<file path="src/rtl/tick_timer_pkg.sv">
package tick_timer_pkg;

  typedef enum logic [1:0] {
    SEL_CTRL    = 2'd0,
    SEL_RELOAD  = 2'd1,
    SEL_CURRENT = 2'd2,
    SEL_NONE    = 2'd3
  } reg_sel_e;

  localparam int CTRL_ENABLE = 0;
  localparam int CTRL_IRQEN  = 1;
  localparam int CTRL_SOURCE = 2;
  localparam int CTRL_FLAG   = 16;

  // Next counter value on a tick: reload at zero, else step down.
  function automatic logic [63:0] count_next(input logic [63:0] cur, input logic [63:0] rel);
    return (cur == 64'd0) ? rel : cur - 64'd1;
  endfunction

  // A tick from this value lands on zero.
  function automatic logic lands_on_zero(input logic [63:0] cur);
    return cur == 64'd1;
  endfunction

endpackage

</file>
<file path="src/rtl/tick_timer_src.sv">
module tick_timer_src (
  input  logic enable,
  input  logic src_core,
  input  logic ref_tick,
  output logic tick
);
  logic src_pulse;

  assign src_pulse = src_core ? 1'b1 : ref_tick;
  assign tick      = enable & src_pulse;
endmodule

</file>
<file path="src/rtl/tick_timer_count.sv">
module tick_timer_count
  import tick_timer_pkg::*;
#(
  parameter int CNT_W = 24
) (
  input  logic             clk,
  input  logic             rst_n,
  input  logic             tick,
  input  logic             clear,
  input  logic [CNT_W-1:0] reload_val,
  output logic [CNT_W-1:0] count,
  output logic             zero_hit
);
  localparam int PAD = 64 - CNT_W;

  logic [63:0] cur_wide;
  logic [63:0] rel_wide;
  logic [63:0] nxt_wide;

  assign cur_wide = {{PAD{1'b0}}, count};
  assign rel_wide = {{PAD{1'b0}}, reload_val};
  assign nxt_wide = count_next(cur_wide, rel_wide);
  assign zero_hit = tick & ~clear & lands_on_zero(cur_wide);

  always_ff @(posedge clk or negedge rst_n) begin
    if (!rst_n)      count <= '0;
    else if (clear)  count <= '0;
    else if (tick)   count <= nxt_wide[CNT_W-1:0];
  end

  assert_step_R2: assert property (@(posedge clk) disable iff (!rst_n)
    (tick && !clear && count != '0) |=> count == $past(count) - 1'b1);
  assert_hold_R2: assert property (@(posedge clk) disable iff (!rst_n)
    (!tick && !clear) |=> count == $past(count));
  assert_reload_R5: assert property (@(posedge clk) disable iff (!rst_n)
    (tick && !clear && count == '0) |=> count == $past(reload_val));
  assert_clear_R6: assert property (@(posedge clk) disable iff (!rst_n)
    clear |=> count == '0);
endmodule

</file>
<file path="src/rtl/tick_timer_flag.sv">
module tick_timer_flag (
  input  logic clk,
  input  logic rst_n,
  input  logic set,
  input  logic clr_wr,
  input  logic clr_rd,
  output logic flag
);
  always_ff @(posedge clk or negedge rst_n) begin
    if (!rst_n)      flag <= 1'b0;
    else if (clr_wr) flag <= 1'b0;
    else if (set)    flag <= 1'b1;
    else if (clr_rd) flag <= 1'b0;
  end

  assert_set_R4: assert property (@(posedge clk) disable iff (!rst_n)
    (set && !clr_wr) |=> flag);
  assert_wrclr_R6: assert property (@(posedge clk) disable iff (!rst_n)
    clr_wr |=> !flag);
  assert_rdclr_R7: assert property (@(posedge clk) disable iff (!rst_n)
    (clr_rd && !set) |=> !flag);
  assert_sticky_R7: assert property (@(posedge clk) disable iff (!rst_n)
    (flag && !clr_rd && !clr_wr) |=> flag);
endmodule

</file>
<file path="src/rtl/tick_timer.sv">
module tick_timer
  import tick_timer_pkg::*;
#(
  parameter int CNT_W  = 24,
  parameter int DATA_W = 32,
  parameter int ADDR_W = 2
) (
  input  logic              clk,
  input  logic              rst_n,
  input  logic              ref_tick,
  input  logic              bus_sel,
  input  logic              bus_wr,
  input  logic [ADDR_W-1:0] bus_addr,
  input  logic [DATA_W-1:0] bus_wdata,
  output logic [DATA_W-1:0] bus_rdata,
  output logic              irq
);
  localparam int HI_W = DATA_W - CNT_W;

  reg_sel_e         sel;
  logic             wr_ctrl, wr_reload, wr_current, rd_ctrl;
  logic             en_q, irqen_q, src_q;
  logic [CNT_W-1:0] reload_q;
  logic [CNT_W-1:0] count;
  logic             tick, zero_hit, flag;
  logic [DATA_W-1:0] ctrl_view;

  always_comb begin
    unique case (bus_addr)
      ADDR_W'(0): sel = SEL_CTRL;
      ADDR_W'(1): sel = SEL_RELOAD;
      ADDR_W'(2): sel = SEL_CURRENT;
      default:    sel = SEL_NONE;
    endcase
  end

  assign wr_ctrl    = bus_sel &  bus_wr & (sel == SEL_CTRL);
  assign wr_reload  = bus_sel &  bus_wr & (sel == SEL_RELOAD);
  assign wr_current = bus_sel &  bus_wr & (sel == SEL_CURRENT);
  assign rd_ctrl    = bus_sel & ~bus_wr & (sel == SEL_CTRL);

  always_ff @(posedge clk or negedge rst_n) begin
    if (!rst_n) begin
      en_q     <= 1'b0;
      irqen_q  <= 1'b0;
      src_q    <= 1'b0;
      reload_q <= '0;
    end else begin
      if (wr_ctrl) begin
        en_q    <= bus_wdata[CTRL_ENABLE];
        irqen_q <= bus_wdata[CTRL_IRQEN];
        src_q   <= bus_wdata[CTRL_SOURCE];
      end
      if (wr_reload) reload_q <= bus_wdata[CNT_W-1:0];
    end
  end

  tick_timer_src u_src (
    .enable   (en_q),
    .src_core (src_q),
    .ref_tick (ref_tick),
    .tick     (tick)
  );

  tick_timer_count #(.CNT_W(CNT_W)) u_count (
    .clk        (clk),
    .rst_n      (rst_n),
    .tick       (tick),
    .clear      (wr_current),
    .reload_val (reload_q),
    .count      (count),
    .zero_hit   (zero_hit)
  );

  tick_timer_flag u_flag (
    .clk    (clk),
    .rst_n  (rst_n),
    .set    (zero_hit),
    .clr_wr (wr_current),
    .clr_rd (rd_ctrl),
    .flag   (flag)
  );

  always_comb begin
    ctrl_view              = '0;
    ctrl_view[CTRL_ENABLE] = en_q;
    ctrl_view[CTRL_IRQEN]  = irqen_q;
    ctrl_view[CTRL_SOURCE] = src_q;
    ctrl_view[CTRL_FLAG]   = flag;
  end

  always_comb begin
    bus_rdata = '0;
    if (bus_sel && !bus_wr) begin
      unique case (sel)
        SEL_CTRL:    bus_rdata = ctrl_view;
        SEL_RELOAD:  bus_rdata = {{HI_W{1'b0}}, reload_q};
        SEL_CURRENT: bus_rdata = {{HI_W{1'b0}}, count};
        default:     bus_rdata = '0;
      endcase
    end
  end

  assign irq = flag & irqen_q;

  assert_irqdrop_R8: assert property (@(posedge clk) disable iff (!rst_n)
    wr_current |=> !irq);
  assert_noreload_R10: assert property (@(posedge clk) disable iff (!rst_n)
    (reload_q == '0 && count == '0 && !wr_reload) |=> count == '0);
endmodule

</file>
<file path="config.mk">
export PLATFORM = sky130hd
export DESIGN_NAME = tick_timer
export DESIGN_NICKNAME = d
export VERILOG_FILES = /design/src/rtl/tick_timer_pkg.sv /design/src/rtl/tick_timer_src.sv /design/src/rtl/tick_timer_count.sv /design/src/rtl/tick_timer_flag.sv /design/src/rtl/tick_timer.sv
export SDC_FILE = /design/constraint.sdc
export NUM_CORES = 1
export LEC_CHECK = 0
export ABC_AREA = 1
export BUFFER_PORTS_ARGS = -buffer_cell sky130_fd_sc_hd__buf_2
export CAP_MARGIN = 20
export CORE_ASPECT_RATIO = 0.9
export CORE_MARGIN = 2
export CORE_UTILIZATION = 50
export CTS_BUF_LIST = sky130_fd_sc_hd__clkbuf_8
export CTS_CLUSTER_SIZE = 8
export DETAILED_ROUTE_END_ITERATION = 12
export GPL_ROUTABILITY_DRIVEN = 0
export PLACE_DENSITY = 0.7
export SLEW_MARGIN = 10
export SYNTH_ARGS = -nofsm -noshare
export SYNTH_HDL_FRONTEND = slang
export SYNTH_HIERARCHICAL = 1
export SYNTH_SLANG_ARGS = --single-unit
</file>
<file path="constraint.sdc">
create_clock -name clk -period 2 [get_ports clk]
set_input_delay 0.1 -clock clk [delete_from_list [all_inputs] [get_ports clk]]
set_output_delay 0.1 -clock clk [all_outputs]
set_load 0.03 [all_outputs]
</file>
==> results of run 1 <==
## critical path: stages (launching register included)
cell and delay [ns]:
sky130_fd_sc_hd__dfrtp_1 0.39, sky130_fd_sc_hd__inv_1 0.05, sky130_fd_sc_hd__nor2_1 0.20, sky130_fd_sc_hd__inv_1 0.06, sky130_fd_sc_hd__nor2_1 0.38, sky130_fd_sc_hd__nand3_1 0.14
sky130_fd_sc_hd__nor3_1 0.25, sky130_fd_sc_hd__inv_1 0.11, sky130_fd_sc_hd__a21oi_2 0.14
## final timing paths
kind                                    start                 to  slack [ns]  depth (start not counted)
worst max-delay path                     en_q        u_flag/flag        0.21                          8
worst min-delay path            bus_wdata[20]       reload_q[20]        0.02                          3
worst max register to register           en_q        u_flag/flag        0.21                          8
worst min register to register   reload_q[15]       reload_q[15]        0.51                          2
max in group asynchronous               rst_n       reload_q[12]        0.94                          3
min in group asynchronous               rst_n  u_count/count[12]        0.38                          2
## per-stage QoR
stage	utilization	power, uW
floorplan	-	3620
global placement	0.560	4140
detailed placement	0.560	4230
CTS	0.574	4870
global route	0.575	5340
finish	0.575	4900
## state kept, by name (all words and copies together), names as in the netlist
register and count:
en_q 1, irqen_q 1, reload_q 24, src_q 1, u_count/count 24, u_flag/flag 1
## final cells by class
class | instances | share of cell area
clock buffer | 5 | 0.0167
clock inverter | 3 | 0.00548
inverter | 66 | 0.0609
multi-input combinational | 429 | 0.481
sequential | 52 | 0.317
tap | 93 | 0.0283
timing repair buffer | 68 | 0.0913
## layout by cell type (no fill, tap or decap), types with 6 or more instances in the layout
cell	Yosys	routed
sky130_fd_sc_hd__inv_1	62	62
sky130_fd_sc_hd__buf_4	14	12
sky130_fd_sc_hd__a21oi_1	30	30
sky130_fd_sc_hd__nor2_1	39	38
sky130_fd_sc_hd__conb_1	1	8
sky130_fd_sc_hd__nand2_1	226	226
sky130_fd_sc_hd__nand3_1	70	70
sky130_fd_sc_hd__nand2_2	12	12
sky130_fd_sc_hd__dfrtp_1	52	52
sky130_fd_sc_hd__buf_2	4	55
sky130_fd_sc_hd__nand4_1	7	7
sky130_fd_sc_hd__o21ai_0	6	6
## kinds of logic after synthesis
family	after synthesis	synth area share
xor+xnor	6	0.0141
buf+inv	96	0.133
flops	52	0.348
fa+ha+maj	3	0.0100
compound gates	38	0.0519
simple gates	374	0.442
other cells	1	0.00100
## routing by layer
metal / vias up / GRT usage / part of all wire
met1: 1695 / 0.382 / 0.47
met2: 161 / 0.344 / 0.42
met3: 20 / 0.0457 / 0.086
met5: - / 0 / 0
li1: 1852 / - / -
met4: 0 / 0.0764 / 0.021
## report_power, final
group | leakage (uW) | total [uW] | internal (uW) | switching [uW]
Clock | 0.0000485 | 630 | 252 | 378
Sequential | 0.000673 | 1710 | 1330 | 389
Combinational | 0.00160 | 2560 | 867 | 1690
Total | 0.00232 | 4900 | 2450 | 2460
## timing repair
| action | CTS | global route |
|---|---|---|
| buffers inserted | 0 | 0 |
| hold endpoints to repair | 31 | 0 |
| setup endpoints to repair | 0 | 12 |
| hold buffers | 1 | 0 |
| resized for setup | 0 | 3 |
==> Implementation_results.wiki, run 1 <==
{| class="wikitable"
! Metric !! Value
|-
| Later-pin clock latency in the skew report || around 0.31 ns
|-
| Worst-case clock buffer depth || 2
|-
| Post-route cell area || 0.00411 sq mm
|-
| Kind of path behind the tightest hold check || input pin to flop
|-
| Vias in the first global route || 3316
|-
| Total iterations of the first detailed-routing run || 6
|-
| Iter 0 DRT Violations || 330
|-
| Headroom to the max-slew limit || 0.495
|-
| Least setup slack across all paths after layout || 0.214 ns
|-
| Final-report hold violation count || 0
|-
| Initial Utilization || 0.523
|-
| Most used DFF post-synth || sky130_fd_sc_hd__dfrtp_1
|-
| Setup repair after global routing missed its margin || false
|-
| Place WS || 0.196 ns
|-
| Post-synthesis to final-layout area growth || 9.90%
|-
| Clock slew at reported path FFs || 0.10 ns
|-
| Global-route wire length before repair || ~16000 um
|-
| Sequential fraction of the synthesis area || 0.348
|-
| Kind of end point of the critical path || flop
|-
| Share of Yosys cell area claimed by the top area cell type || 0.348
|-
| Number of instances in the synthesized netlist || 570
|-
| Worst Hold Margin || 0.0171 ns
|-
| Post-synthesis area per instance || approximately 6.6 sq um
|-
| Final HPWL from detailed placement || 7120 um
|-
| N_diodes || 0
|-
| Final Skew || slightly below 0.005 ns
|-
| Critical-path maximum fanout || 6
|-
| Count of vias placed by the detailed router || ~3700
|-
| Number of distinct library cell variants in the gate-level netlist after synthesis || 30
|-
| Vias per cell || 5.21
|-
| Die ar. || 0.00819 sq mm
|-
| CTS tree || done
|-
| Run status || complete, no violations
|-
| Most used standard cells in the synthesized netlist || sky130_fd_sc_hd__nand2_1, sky130_fd_sc_hd__nand3_1, sky130_fd_sc_hd__inv_1
|-
| Actual slew at the worst max-slew pin || 0.758 ns
|-
| Proportion of synthesized flip-flops having asynchronous set or reset || 1.00
|-
| Total number of placement rows || 29
|-
| Finished Layout Cells || between 700 and 800
|-
| Number of maximum-capacitance violations || 0
|-
| Root Buffer Master || sky130_fd_sc_hd__clkbuf_8
|-
| Pins Over Slew Limit || 0
|-
| Vertical die dimension || between 80 and 90 um
|-
| Cell Area, Placed || ~0.004 sq mm
|-
| Sum of negative setup slack || 0 ns
|-
| Critical Setup Path Class || flop to flop
|-
| Drt drc || 0
|-
| Arrival time at the worst endpoint || just over 2 ns
|-
| Total global routing track utilization || 0.246
|-
| Final Routed Wirelength || 9390 um
|-
| Clock tree sinks || 52
|-
| Wire length per cell || ~13 um
|-
| Top-level port count || 72
|-
| Maximum vdd drop || 0.432 mV
|-
| Period minus WS final || 1.79 ns
|-
| Post-synthesis sequential element count || 52
|-
| Critical path startpoint category || flop
|-
| Total clock buffers created by CTS || 5
|-
| Fmax achieved || around 560 MHz
|-
| Count of input and output buffers || 55
|-
| Core Area || 0.00715 sq mm
|-
| Maximum number of pins on one net before global-route repair || 34
|-
| Cells after DPL || 707
|-
| Max H-tree Level || 2
|-
| Initial antenna violation count || 0
|-
| Library cell with the largest summed area after synthesis || sky130_fd_sc_hd__dfrtp_1
|-
| DRT antenna net count || 0
|-
| Number of synthesis warnings || 6
|-
| Cell Pwr Density || 1190 mW/mm^2
|-
| Most repeated cell in the gate-level netlist after synthesis || sky130_fd_sc_hd__nand2_1
|-
| Cell types occupying the most area after synthesis || sky130_fd_sc_hd__dfrtp_1, sky130_fd_sc_hd__nand2_1, sky130_fd_sc_hd__nand3_1, sky130_fd_sc_hd__inv_1, sky130_fd_sc_hd__a21oi_1
|-
| Share of the clock period used by the worst path after layout || 0.893
|-
| Syn Std Cell Area || ~0.0037 sq mm
|-
| Remaining global-route overflow || 0
|-
| Number of fill cells || around 700
|-
| Fraction of final layout cells sized beyond drive strength 1 || 0.170
|-
| Die Span X || 95.2 um
|-
| Cell leakage power || 0.00232 uW
|-
| Multi-input gate area || about 0.0020 sq mm
|-
| Total Nets Final || 664
|-
| Post-synth EDFFs || 0
|-
| FF+latch area || 0.00130 sq mm
|-
| Worst path required time || roughly 2.2 ns
|-
| Number of failing setup endpoints in the final timing report || 0
|}
Note: power is estimated with default switching activity, not from simulation.
==> run 2: changes to the inputs <==
--- a/config.mk
+++ b/config.mk
@@ -8,7 +8,7 @@
 export ABC_AREA = 1
 export BUFFER_PORTS_ARGS = -buffer_cell sky130_fd_sc_hd__buf_2
 export CAP_MARGIN = 20
-export CORE_ASPECT_RATIO = 0.9
+export CORE_ASPECT_RATIO = 0.6
 export CORE_MARGIN = 2
 export CORE_UTILIZATION = 50
 export CTS_BUF_LIST = sky130_fd_sc_hd__clkbuf_8
==> Implementation_results.wiki, run 2 (synthesized netlist as in run 1, its figures left out) <==
{| class="wikitable"
! Metric !! Value
|-
| Post-CTS Setup Repair Bufs || 0 (unchanged)
|-
| Final Skew || 0.00870 ns (+0.00380 ns)
|-
| Critical path startpoint category || flop
|-
| Place WS || 0.231 ns (+0.0345 ns)
|-
| Total global routing track utilization || 0.251 (+0.00448)
|-
| Total Nets Final || 675 (+1.7%)
|-
| Worst Hold Margin || 0.00971 ns (-0.00741 ns)
|-
| Number of fill cells || 702 (+0.43%)
|-
| Final-report hold violation count || 0 (unchanged)
|-
| Setup repair after global routing missed its margin || false
|-
| Clock slew at reported path FFs || 0.10 ns (about the same)
|-
| Cell Pwr Density || 1190 mW/mm^2 (-0.62%)
|-
| Worst path required time || 2.26 ns (+0.02 ns)
|-
| Root Buffer Master || sky130_fd_sc_hd__clkbuf_8
|-
| Number of maximum-capacitance violations || 0 (unchanged)
|-
| Fraction of final layout cells sized beyond drive strength 1 || 0.166 (-0.00453)
|-
| Actual slew at the worst max-slew pin || 0.784 ns (+0.0260 ns)
|-
| Kind of path behind the tightest hold check || input pin to flop
|-
| Cell leakage power || 0.00239 uW (+2.9%)
|-
| Vias per cell || 5.04 (-3.2%)
|-
| Sum of negative setup slack || 0 ns (unchanged)
|-
| Vertical die dimension || 71.0 um (-17%)
|-
| Top library cells by usage in the layout, fill and taps aside || sky130_fd_sc_hd__nand2_1, sky130_fd_sc_hd__nand3_1, sky130_fd_sc_hd__inv_1, sky130_fd_sc_hd__buf_2, sky130_fd_sc_hd__dfrtp_1
|-
| Total iterations of the first detailed-routing run || 5 (-1)
|-
| Count of input and output buffers || 55 (unchanged)
|-
| Least setup slack across all paths after layout || 0.177 ns (-0.0373 ns)
|-
| Final HPWL from detailed placement || 6930 um (-2.6%)
|-
| FF+latch area || 0.00130 sq mm (unchanged)
|-
| Maximum vdd drop || 0.650 mV (+50%)
|-
| Fmax achieved || 548 MHz (-2.0%)
|-
| Most frequent standard cell in the layout excluding fill and tap cells || sky130_fd_sc_hd__nand2_1
|-
| Most heavily used metal layer in global routing || met1
|-
| M1 GR Usage || 0.389 (+0.00710)
|-
| Later-pin clock latency in the skew report || 0.32 ns (about the same)
|-
| Count of cells resized by post-cts repair || 0 (unchanged)
|-
| Critical Setup Path Class || flop to flop
|-
| Kind of end point of the critical path || flop
|-
| Remaining global-route overflow || 0 (unchanged)
|-
| DRT antenna net count || 0 (unchanged)
|-
| Maximum number of pins on one net before global-route repair || 32 (-5.9%)
|-
| CTS tree || done
|-
| Critical-path maximum fanout || 23 (+17)
|-
| Iter 0 DRT Violations || 320 (-3.0%)
|-
| Max H-tree Level || 2 (unchanged)
|-
| Arrival time at the worst endpoint || 2.08 ns (+0.05 ns)
|-
| Drt drc || 0 (unchanged)
|-
| Total number of placement rows || 24 (-17%)
|-
| Core Area || 0.00727 sq mm (+1.7%)
|-
| Largest registers || reload_q x24, u_count/count x24
|-
| Share of the clock period used by the worst path after layout || 0.912 (+0.0187)
|-
| Final Routed Wirelength || 9780 um (+4.3%)
|-
| Pins Over Slew Limit || 0 (unchanged)
|-
| N_diodes || 0 (unchanged)
|-
| Die ar. || 0.00821 sq mm (+0.26%)
|-
| Top-level port count || 72 (unchanged)
|-
| Wire length per cell || 13.3 um (+1.1%)
|-
| Met3 layer usage reported by global route || 0.0428 (-0.00285)
|-
| Period minus WS final || 1.82 ns (+0.0373 ns)
|-
| Met2 Track Usage GR || 0.366 (+0.0220)
|-
| Die Span X || 116 um (+22%)
|-
| Initial Utilization || 0.515 (-0.00856)
|-
| Vias in the first global route || 3421 (+3.2%)
|-
| Total clock buffers created by CTS || 5 (unchanged)
|-
| Global-route wire length before repair || 16200 um (+1.6%)
|-
| Initial antenna violation count || 0 (unchanged)
|-
| Number of failing setup endpoints in the final timing report || 0 (unchanged)
|-
| Post-synthesis to final-layout area growth || 14.1%
|-
| Clock tree sinks || 52 (unchanged)
|-
| Headroom to the max-slew limit || 0.477 (-0.0179)
|-
| Multi-input gate area || 0.00197 sq mm (-0.38%)
|-
| Run status || complete, no violations
|-
| Count of vias placed by the detailed router || 3719 (-0.24%)
|-
| Worst-case clock buffer depth || 2 (unchanged)
|}
-- run 2: cell count changes in the layout (fill, tap and decap cells not counted) --
cell / delta
sky130_fd_sc_hd__dlygate4sd3_1: +9
sky130_fd_sc_hd__buf_12: +2
sky130_fd_sc_hd__bufinv_16: +1
sky130_fd_sc_hd__clkinv_1: +1
sky130_fd_sc_hd__clkinv_2: -1
sky130_fd_sc_hd__clkinv_4: -1
sky130_fd_sc_hd__inv_1: +1
sky130_fd_sc_hd__inv_2: -1
sky130_fd_sc_hd__nor2_1: +1
sky130_fd_sc_hd__nor2_4: -1
-- run 2: area by class of cell --
type | instances | share of cell area
tap | 104 | 0.0305
timing repair buffer | 79 | 0.118
inverter | 66 | 0.0587
clock buffer | 5 | 0.0161
sequential | 52 | 0.305
clock inverter | 3 | 0.00997
multi-input combinational | 429 | 0.461
-- run 2: worst max-delay path: stages, from the launching register on --
cell	delay [ns]
sky130_fd_sc_hd__dfrtp_1	0.44
sky130_fd_sc_hd__nor2_1	0.24
sky130_fd_sc_hd__nand2_1	0.12
sky130_fd_sc_hd__inv_1	0.13
sky130_fd_sc_hd__nand2_1	0.09
sky130_fd_sc_hd__nor2_1	0.12
sky130_fd_sc_hd__nand2_2	0.29
sky130_fd_sc_hd__nand3_1	0.20
sky130_fd_sc_hd__nand2_1	0.07
sky130_fd_sc_hd__nand2_1	0.06
-- run 2: path summary, 6_finish.rpt --
path,cells after the start,end,slack (ns),startpoint
worst max-delay path,9,u_count/count[20],0.18,u_count/count[17]
min in group asynchronous,2,u_count/count[12],0.32,rst_n
worst min register to register,2,reload_q[11],0.51,reload_q[11]
worst min-delay path,3,reload_q[7],0.01,bus_wdata[7]
max in group asynchronous,3,u_count/count[13],1.11,rst_n
worst max register to register,9,u_count/count[20],0.18,u_count/count[17]
-- run 2: metal layers --
| layer | vias up | routed length, um |
|---|---|---|
| met5 | - | 0 |
| met4 | 0 | 114 |
| met3 | 16 | 671 |
| met2 | 138 | 4070 |
| met1 | 1681 | 4930 |
| li1 | 1884 | - |
-- run 2: what timing repair did --
| action | in CTS | in global routing |
|---|---|---|
| endpoints found under the setup margin | 0 | 0 |
| hold endpoints to repair | 30 | 0 |
| hold buffers | 10 | 0 |
-- run 2: power by group --
group | internal, uW | switching (uW) | leakage, uW
registers | 1330 | 339 | 0.000673
logic | 904 | 1730 | 0.00166
clock network | 374 | 389 | 0.0000599
-- run 2: through the flow --
stage	cell area (sq um)	cells	utilization	total power, uW
floorplan	3770	577	-	3620
global placement	4060	720	0.558	4180
detailed placement	4060	720	0.558	4250
CTS	4270	738	0.587	5040
global route	4270	738	0.587	5480
finish	4270	738	0.587	5060
